## src/rtl/mode_alu_pkg.sv

```systemverilog
package mode_alu_pkg;

    localparam int unsigned HALF_W_DEF = 8;

    typedef enum logic [1:0] {
        GRP_LOGIC = 2'b00,
        GRP_ARITH = 2'b01,
        GRP_SHIFT = 2'b10,
        GRP_NONE  = 2'b11
    } grp_e;

    // Arithmetic control lines as carried in op_sel
    typedef struct packed {
        logic src_y;   // 1: Y feeds the adder, 0: Y path forced to zero
        logic inv;     // 1: invert Y path and flag (subtract family)
        logic chain;   // carry-in selection
    } arith_ctl_t;

    typedef enum logic [1:0] {
        LG_AND  = 2'b00,
        LG_XOR  = 2'b01,
        LG_OR   = 2'b10,
        LG_NOTX = 2'b11
    } logic_fn_e;

    // Carry-in of the shared adder
    function automatic logic adder_cin(arith_ctl_t c, logic flag);
        if (c.chain) begin
            if (c.src_y) return flag ^ c.inv;   // chained carry or inverted borrow
            else         return ~c.inv;         // increment +1, decrement +0
        end
        return c.inv;                           // +1 of the two's complement
    endfunction

endpackage

```

## src/rtl/mode_alu_arith.sv

```systemverilog
module mode_alu_arith
    import mode_alu_pkg::*;
#(
    parameter int unsigned HALF_W = HALF_W_DEF
) (
    input  logic [2*HALF_W-1:0] x,
    input  logic [2*HALF_W-1:0] y,
    input  arith_ctl_t          ctl,
    input  logic                wide,
    input  logic                flag_in,
    output logic [2*HALF_W-1:0] sum,
    output logic                flag_next
);
    localparam int unsigned FULL_W = 2 * HALF_W;

    logic [FULL_W-1:0] y_gate;
    logic [FULL_W-1:0] y_eff;
    logic [FULL_W:0]   cy;
    logic              cout_sel;

    always_comb begin
        y_gate = ctl.src_y ? y : '0;
        y_eff  = y_gate ^ {FULL_W{ctl.inv}};
    end

    assign cy[0] = adder_cin(ctl, flag_in);

    for (genvar i = 0; i < FULL_W; i++) begin : g_fa
        assign sum[i]  = x[i] ^ y_eff[i] ^ cy[i];
        assign cy[i+1] = (x[i] & y_eff[i]) | (x[i] & cy[i]) | (y_eff[i] & cy[i]);
    end

    always_comb begin
        cout_sel  = wide ? cy[FULL_W] : cy[HALF_W];
        flag_next = cout_sel ^ ctl.inv;
    end

endmodule

```

## src/rtl/mode_alu_logic.sv

```systemverilog
module mode_alu_logic
    import mode_alu_pkg::*;
#(
    parameter int unsigned HALF_W = HALF_W_DEF
) (
    input  logic [2*HALF_W-1:0] x,
    input  logic [2*HALF_W-1:0] y,
    input  logic_fn_e           fn,
    output logic [2*HALF_W-1:0] res
);
    always_comb begin
        unique case (fn)
            LG_AND:  res = x & y;
            LG_XOR:  res = x ^ y;
            LG_OR:   res = x | y;
            LG_NOTX: res = ~x;
            default: res = '0;
        endcase
    end

endmodule

```

## src/rtl/mode_alu_flag.sv

```systemverilog
module mode_alu_flag (
    input  logic clk,
    input  logic rst,
    input  logic load,
    input  logic d,
    output logic q
);
    always_ff @(posedge clk) begin
        if (rst)       q <= 1'b0;
        else if (load) q <= d;
    end

endmodule

```

## src/rtl/mode_alu.sv

```systemverilog
module mode_alu
    import mode_alu_pkg::*;
#(
    parameter int unsigned HALF_W = HALF_W_DEF
) (
    input  logic                clk,
    input  logic                rst,
    input  logic [2*HALF_W-1:0] x_in,
    input  logic [2*HALF_W-1:0] y_in,
    input  logic [1:0]          grp_sel,
    input  logic [2:0]          op_sel,
    input  logic                wide,
    input  logic [2*HALF_W-1:0] shift_res,
    input  logic                shift_cout,
    output logic [2*HALF_W-1:0] z_out,
    output logic                cf_out
);
    localparam int unsigned FULL_W = 2 * HALF_W;

    grp_e              grp;
    arith_ctl_t        actl;
    logic_fn_e         lfn;
    logic [FULL_W-1:0] x_m, y_m;
    logic [FULL_W-1:0] arith_z, logic_z, z_raw;
    logic              arith_flag;
    logic              flag_load, flag_d;
    logic [FULL_W-1:0] width_mask;

    always_comb begin
        grp        = grp_e'(grp_sel);
        actl       = arith_ctl_t'(op_sel);
        lfn        = logic_fn_e'(op_sel[1:0]);
        width_mask = wide ? {FULL_W{1'b1}} : {{HALF_W{1'b0}}, {HALF_W{1'b1}}};
        x_m        = x_in & width_mask;
        y_m        = y_in & width_mask;
    end

    mode_alu_arith #(.HALF_W(HALF_W)) i_arith (
        .x         (x_m),
        .y         (y_m),
        .ctl       (actl),
        .wide      (wide),
        .flag_in   (cf_out),
        .sum       (arith_z),
        .flag_next (arith_flag)
    );

    mode_alu_logic #(.HALF_W(HALF_W)) i_logic (
        .x   (x_m),
        .y   (y_m),
        .fn  (lfn),
        .res (logic_z)
    );

    always_comb begin
        unique case (grp)
            GRP_LOGIC: z_raw = logic_z;
            GRP_ARITH: z_raw = arith_z;
            GRP_SHIFT: z_raw = shift_res;
            default:   z_raw = '0;
        endcase
        z_out     = z_raw & width_mask;
        flag_load = (grp == GRP_ARITH) || (grp == GRP_SHIFT);
        flag_d    = (grp == GRP_ARITH) ? arith_flag : shift_cout;
    end

    mode_alu_flag i_flag (
        .clk  (clk),
        .rst  (rst),
        .load (flag_load),
        .d    (flag_d),
        .q    (cf_out)
    );

endmodule

```

## config.mk

```make
export PLATFORM = sky130hd
export DESIGN_NAME = mode_alu
export DESIGN_NICKNAME = d
export VERILOG_FILES = /design/src/rtl/mode_alu_pkg.sv /design/src/rtl/mode_alu_arith.sv /design/src/rtl/mode_alu_logic.sv /design/src/rtl/mode_alu_flag.sv /design/src/rtl/mode_alu.sv
export SDC_FILE = /design/constraint.sdc
export NUM_CORES = 1
export LEC_CHECK = 0
export BUFFER_PORTS_ARGS = -buffer_cell sky130_fd_sc_hd__buf_2
export CAP_MARGIN = 20
export CORE_ASPECT_RATIO = 0.8
export CORE_MARGIN = 5
export CORE_UTILIZATION = 40
export CTS_CLUSTER_SIZE = 14
export DETAILED_ROUTE_END_ITERATION = 8
export GPL_ROUTABILITY_DRIVEN = 0
export PLACE_DENSITY_LB_ADDON = 0.2
export SYNTH_ARGS = -nofsm -noshare
export SYNTH_HDL_FRONTEND = slang
export SYNTH_SLANG_ARGS = --single-unit
```

## constraint.sdc

```tcl
create_clock -name clk -period 24.2 [get_ports clk]
set_input_delay 4.84 -clock clk [delete_from_list [all_inputs] [get_ports clk]]
set_output_delay 4.84 -clock clk [all_outputs]
set_load 0.02 [all_outputs]
```

==> metrics.csv, run 1 <==
metric;value;unit
final_cells;389;
route.detailed.drc;0;
grt_setup_unrepaired;no;
sw_frac_of_total;0.543;
drt_iter0_drc;94;
worstHoldPathType;flip-flop to flip-flop;
dp_hpwl;4380;um
multiInputGateArea;0.00184;mm^2
synth_area_leader_cell;ha_1;
largest-register;i_flag.q;
chipHeight;76.4;um
p_switching;0.0291;mW
start_util;0.408;
maxCapViolCount;0;
path_buf_inv;5;
seqPwrFrac;0.038;
worst-setup-path-type;input port to output pin;
outcome;finished clean;
slew_violations;0;
post_cts_buffers;0;
yosysMostFrequentCell;inv_1;
synth_area_per_cell;8.05;um^2
synth_edf_count;0;
postCtsHoldBufs;0;
place_area;0.00252;mm^2
yosysWarningCount;0;
ys_ff_latch;1;
antenna_found_initial;0;
cts_repair_resize_count;0;
pwr-share-comb;0.962;
grt_first_pass_wirelength;9450;um
wl_per_cell;14.5;um
rows;24;
synth_area;0.00221;mm^2
worstMarginPinSlew;0.855;ns
die_x;93.0;um
setup_viol;0;
track_usage;0.157;
wl;5630;um
fillCellCount;559;
syn_to_final_growth;14.5;%
fmax;55.7;MHz
end_kind;output pin;
arrival;13.13;ns
synth_nets;383;
min_period;17.97;ns
peakVddDrop;0.00645;mV
seq_area;20.0;um^2
p_per_area;21.2;mW/mm^2
clockPowerShare;0;
firstDrtPassIters;4;
largest_register_ffs;1;
synth_area_leaders;ha_1, fa_1, inv_1, mux4_2, nand2_1;
ios;74;
grt_start_max_net_pins;60;
internal_power;0.0245;mW
synth_flop_cell;dfxtp_1;
synth_top_area_share;0.204;
n_antenna_cell;0;
finalNetCount;435;
critical_path_required;19.36;ns
synthDistinctLibCells;30;
final_util;0.467;
clk_pin_slew;0;ns
core-area;0.00541;mm^2
synth.yosys.seq_area_share;0.00908;
vias_per_cell;5.05;
finalSetupTns;0;ns
vias;1964;
io_buffers;73;
clk_latency;0;ns
synthCells;274;
drive_gt1_frac;0.262;
placed_cells;389;
die_area;0.00711;mm^2
grt_pass1_vias;1931;
min_period_over_period;0.742;
postSynth.asyncResetShare;0;
cp_slowest_cell;buf_2;
synth_common_cells;inv_1, ha_1, nand2_1;
critPathLaunchType;input port;
cp_max_fo;41;
grt_overflow_total;0;
cpPeakStageDelay;0.55;ns
fin_skew;0;ns
relSlewSlack;0.430;
crit_top_cell;fa_1;
top_regs;i_flag.q: 1 flops;
finalInstanceArea;0.00252;mm^2
leakage;1.36;nW
hold_viol_final;0;
critPathTopFamily;adder cells;
ant_nets;0;
-- stage by stage --
stage | worst slack [ns] | hold slack [ns] | total power, mW
finish | 6.23 | 0.563 | 0.0536
global route | 5.75 | 0.611 | 0.0609
CTS | 6.13 | 0.566 | 0.0546
detailed placement | 6.12 | 0.566 | 0.0540
global placement | 6.30 | 0.553 | 0.0535
floorplan | 6.73 | 0.598 | 0.0383
-- final timing paths --
check,start,endpoint,slack [ns],depth (start not counted)
max,op_sel[0],z_out[15],6.23,25
min reg2reg,i_flag.q$_SDFFE_PP0P_,i_flag.q$_SDFFE_PP0P_,0.56,2
max reg2reg,i_flag.q$_SDFFE_PP0P_,i_flag.q$_SDFFE_PP0P_,15.96,24
min,i_flag.q$_SDFFE_PP0P_,i_flag.q$_SDFFE_PP0P_,0.56,2
-- cells in the final DEF (no fill, tap or decap), types with 6 or more instances in the layout --
cell type	count
nand4_1	16
xnor2_1	14
a21oi_1	8
fa_1	16
inv_1	56
mux4_2	6
buf_2	73
or3b_1	8
nand2_1	33
nand3b_1	8
a22oi_1	16
o31a_1	8
ha_1	36
-- power groups by stage --
stage	logic (mW)	registers [mW]	clock network, mW
after floorplan	0.0361	0.00219	0
after global placement	0.0514	0.00203	0
after detailed placement	0.0520	0.00204	0
after CTS	0.0525	0.00204	0
after global routing	0.0588	0.00206	0
final	0.0516	0.00204	0
-- tightest hold or removal path, stage by stage, from the launching register on --
cell	delay, ns
dfxtp_1	0.31
o21bai_1	0.15
a41oi_1	0.04
-- routing by layer --
metal / part of all wire / global-route usage / vias up
met5: 0 / 0 / -
met4: 0 / 0 / 0
met3: 0.037 / 0.00888 / 0
li1: - / - / 1018
met2: 0.48 / 0.268 / 40
met1: 0.48 / 0.232 / 906
-- cells by family (layout without fill, tap and decap cells) --
kind of cell | Yosys count | in the layout | synth area share
and+or+nand+nor | 72 | 72 | 0.179
muxes | 8 | 8 | 0.0851
xor gates and xnor gates | 17 | 17 | 0.0675
buffers and inverters | 80 | 130 | 0.157
AOI/OAI and AO/OA | 44 | 44 | 0.153
DFF | 1 | 1 | 0.00908
adders and majority gates | 52 | 52 | 0.349
-- layout make-up --
class,count,area share
flip-flops and latches,1,0.00793
multi-input cells,193,0.729
well taps,65,0.0322
repair buffers,74,0.148
inverters,56,0.0833
Power figures use the tool's default switching activity.
==> run 2, diff against run 1 <==
==> constraint.sdc (replaced) <==
create_clock -name clk -period 18.7 [get_ports clk]
set_input_delay 3.74 -clock clk [delete_from_list [all_inputs] [get_ports clk]]
set_output_delay 3.74 -clock clk [all_outputs]
set_load 0.02 [all_outputs]
==> run 2 against run 1 <==
Compared with the run above:
- power rose by 29%
- register-to-register slack lost 5.5 ns
- combinational power increased by 29%
- die area stayed put
- wire length shrank 0.11%
- sequential power rose by 28%
- sequential share of layout area unchanged
- core utilization unchanged
- worst hold slack lost 0.014 ns
- critical path type unchanged
- largest power group unchanged
==> metrics.csv, run 2 (synthesized netlist as in run 1, its figures left out) <==
metric;value;unit
grt_pass1_vias;1907;
grt_start_max_net_pins;44;
globalRouteMet3Util;0.00987;
fin_ws;2.94;ns
worstMarginPinSlew;0.861;ns
mostFrequentLayoutCells;buf_2, inv_1, ha_1, nand2_1;
start_util;0.408;
worst-setup-path-type;input port to output pin;
largest-register;i_flag.q;
core-area;0.00541;mm^2
p_per_area;27.5;mW/mm^2
die_x;93.0;um
min_period_over_period;0.843;
mostFrequentLayoutCell;buf_2;
top_regs;i_flag.q: 1 flops;
postCtsHoldBufs;0;
cpPeakStageDelay;0.57;ns
clk_pin_slew;0;ns
leakage;1.36;nW
fmax;63.4;MHz
grt_overflow_total;0;
wl;5630;um
fillCellCount;557;
critical_path_required;14.96;ns
vias;2000;
place_area;0.00252;mm^2
cp_slowest_cell;buf_2;
finalNetCount;435;
finalSetupTns;0;ns
drt_iter0_drc;87;
cp_max_fo;41;
rows;24;
maxCapViolCount;0;
worstHoldPathType;flip-flop to flip-flop;
place_ws;2.89;ns
wl_per_cell;14.5;um
grt_setup_unrepaired;no;
setup_viol;0;
die_area;0.00711;mm^2
seq_area;20.0;um^2
slew_violations;0;
drive_gt1_frac;0.262;
outcome;finished clean;
met2_usage;0.257;
finalInstanceArea;0.00252;mm^2
grt_first_pass_wirelength;9270;um
peakVddDrop;0.0109;mV
crit_top_cell;fa_1;
hold_viol_final;0;
firstDrtPassIters;4;
cts_repair_resize_count;0;
relSlewSlack;0.426;
syn_to_final_growth;14.5;%
hold_slack;0.550;ns
fin_skew;0;ns
dp_hpwl;4340;um
met1_usage;0.228;
io_buffers;73;
track_usage;0.153;
grt_busiest_layer;met2;
critPathLaunchType;input port;
vias_per_cell;5.14;
post_cts_buffers;0;
clk_latency;0;ns
arrival;12.02;ns
chipHeight;76.4;um
ant_nets;0;
min_period;15.76;ns
antenna_found_initial;0;
end_kind;output pin;
ios;74;
n_antenna_cell;0;
route.detailed.drc;0;
multiInputGateArea;0.00184;mm^2
largest_register_ffs;1;
[run 2: cell counts in the layout (fill, tap and decap cells not counted)]
No cell type changed its count.
[run 2: worst max-delay path, delay by kind of cell]
kind	cells	cell delay [ns]
xor+xnor	1	0.24
fa+ha+maj	16	6.62
buf+inv	5	0.95
compound gates	3	0.48
[run 2: layout make-up]
class                           instances  share of cell area
Inverter                               56              0.0833
Sequential cell                         1             0.00793
Multi-Input combinational cell        193               0.729
Tap cell                               65              0.0322
Timing Repair Buffer                   74               0.148
[run 2: where the power goes]
part / leakage [nW] / total [mW] / switching [mW] / internal, mW
Clock: 0 / 0 / 0 / 0
Sequential: 0.00831 / 0.00262 / 0.000206 / 0.00241
Combinational: 1.35 / 0.0668 / 0.0374 / 0.0293
Total: 1.36 / 0.0694 / 0.0376 / 0.0318
[run 2: metrics by stage]
step | instances | power (mW) | util
2_1_floorplan | 274 | 0.0496 | -
3_3_place_gp | 389 | 0.0693 | 0.467
3_5_place_dp | 389 | 0.0699 | 0.467
4_1_cts | 389 | 0.0705 | 0.467
5_1_grt | 389 | 0.0783 | 0.467
6_report | 389 | 0.0694 | 0.467
[run 2: final timing paths]
| path | depth (start not counted) | to | startpoint | slack, ns |
|---|---|---|---|---|
| min reg2reg | 2 | i_flag.q$_SDFFE_PP0P_ | i_flag.q$_SDFFE_PP0P_ | 0.55 |
| max | 25 | z_out[15] | op_sel[0] | 2.94 |
| min | 2 | i_flag.q$_SDFFE_PP0P_ | i_flag.q$_SDFFE_PP0P_ | 0.55 |
| max reg2reg | 24 | i_flag.q$_SDFFE_PP0P_ | i_flag.q$_SDFFE_PP0P_ | 10.47 |
[run 2: per-layer routing]
metal	up-vias	routed length, um
li1	1016	-
met1	934	2680
met2	50	2650
met3	0	290
met4	0	0
met5	-	0
==> run 3, diff against run 2 <==
==> constraint.sdc (replaced) <==
create_clock -name clk -period 14 [get_ports clk]
set_input_delay 2.8 -clock clk [delete_from_list [all_inputs] [get_ports clk]]
set_output_delay 2.8 -clock clk [all_outputs]
set_load 0.02 [all_outputs]
==> run 3 against run 2 <==
Compared with the run above:
- worst hold slack gained 0.0026 ns
- sequential power grew 33%
- combinational power is 35% higher
- core utilization is 0.42 points higher
- via count fell by 0.45%
- power is 35% higher
- critical path type unchanged
- largest cell class unchanged
==> metrics.csv, run 3 (synthesized netlist as in run 1, its figures left out) <==
metric;value;unit
outcome;finished clean;
grt_first_pass_wirelength;9580;um
r2r_start;i_flag.q$_SDFFE_PP0P_;
hold_viol_final;0;
worstHoldPathType;flip-flop to flip-flop;
p_per_area;36.7;mW/mm^2
ant_nets;0;
drt_iter0_drc;62;
grt_start_max_net_pins;44;
end_kind;output pin;
ios;74;
track_usage;0.157;
multiInputGateArea;0.00184;mm^2
wl_per_cell;14.6;um
finalNetCount;438;
setup_viol;0;
clk_pin_slew;0;ns
slew_violations;0;
crit_start;op_sel[2];
die_x;93.0;um
postCtsHoldBufs;0;
fmax;74.6;MHz
critPathLaunchType;input port;
min_period;13.40;ns
worstMarginPinSlew;0.834;ns
io_buffers;73;
post_cts_buffers;0;
min_path_cells;2;
critical_path_required;11.20;ns
placed_cells;392;
mostFrequentLayoutCell;buf_2;
finalSetupTns;0;ns
n_antenna_cell;0;
wl;5710;um
grt_pass1_vias;2055;
largest-register;i_flag.q;
syn_to_final_growth;15.5;%
mostFrequentLayoutCells;buf_2, inv_1, ha_1, nand2_1;
chipHeight;76.4;um
worst-setup-path-type;input port to output pin;
maxCapViolCount;0;
rows;24;
vias;1991;
r2r_cells;24;
min_to;i_flag.q$_SDFFE_PP0P_;
arrival;10.60;ns
hp-start;i_flag.q$_SDFFE_PP0P_;
vias_per_cell;5.08;
route.detailed.drc;0;
hold_slack;0.552;ns
top_regs;i_flag.q: 1 flops;
fillCellCount;569;
die_area;0.00711;mm^2
rrSetupSlack;5.73;ns
r2r-end;i_flag.q$_SDFFE_PP0P_;
largest_register_ffs;1;
fin_skew;0;ns
seq_area;20.0;um^2
antenna_found_initial;0;
core-area;0.00541;mm^2
dp_hpwl;4440;um
final_cells;392;
cp_max_fo;16;
leakage;1.38;nW
drive_gt1_frac;0.269;
firstDrtPassIters;4;
start_util;0.408;
cts_repair_resize_count;0;
peakVddDrop;0.0130;mV
clk_latency;0;ns
min_period_over_period;0.957;
grt_overflow_total;0;
grt_setup_unrepaired;no;
relSlewSlack;0.444;
## run 3: through the flow
stage	cell area (um^2)	total power, mW	util	worst slack, ns
2_1_floorplan	2210	0.0662	-	0.609
3_3_place_gp	2550	0.0929	0.471	0.652
3_5_place_dp	2550	0.0941	0.471	0.543
4_1_cts	2550	0.0950	0.471	0.538
5_1_grt	2550	0.106	0.471	0.0346
6_report	2550	0.0935	0.471	0.597
## run 3: routing by layer
metal / share of wire / up-vias / track usage
met2: 0.50 / 35 / 0.281
li1: - / 1021 / -
met1: 0.47 / 935 / 0.220
met4: 0 / 0 / 0
met5: 0 / - / 0
met3: 0.037 / 0 / 0.00987
## run 3: final cells by class
class	count	area share
Multi-Input combinational cell	193	0.722
Timing Repair Buffer	77	0.155
Inverter	56	0.0825
Tap cell	65	0.0319
Sequential cell	1	0.00786
## run 3: power by group
group / internal (mW) / total, mW / switching (mW)
Clock: 0 / 0 / 0
Combinational: 0.0399 / 0.0900 / 0.0502
Sequential: 0.00322 / 0.00349 / 0.000270
Total: 0.0431 / 0.0935 / 0.0504
## run 3: how the worst max path moves through the flow
| stage | depth (start not counted) | slack [ns] | end |
|---|---|---|---|
| floorplan | 26 | 0.61 | z_out[15] |
| global placement | 26 | 0.65 | z_out[15] |
| detailed placement | 26 | 0.54 | z_out[15] |
| CTS | 26 | 0.54 | z_out[15] |
| global route | 26 | 0.03 | z_out[15] |
| finish | 26 | 0.60 | z_out[15] |
## run 3: critical path, stage by stage
cell	delay, ns
buf_2	0.11
buf_4	0.19
nand2_1	0.08
xor2_1	0.17
fa_1	0.18
inv_1	0.05
fa_1	0.41
fa_1	0.43
fa_1	0.43
fa_1	0.43
fa_1	0.43
fa_1	0.39
inv_1	0.08
fa_1	0.19
inv_1	0.06
fa_1	0.44
fa_1	0.46
fa_1	0.47
fa_1	0.48
fa_1	0.46
fa_1	0.46
fa_1	0.45
fa_1	0.50
a22oi_1	0.08
a21oi_1	0.16
buf_2	0.19
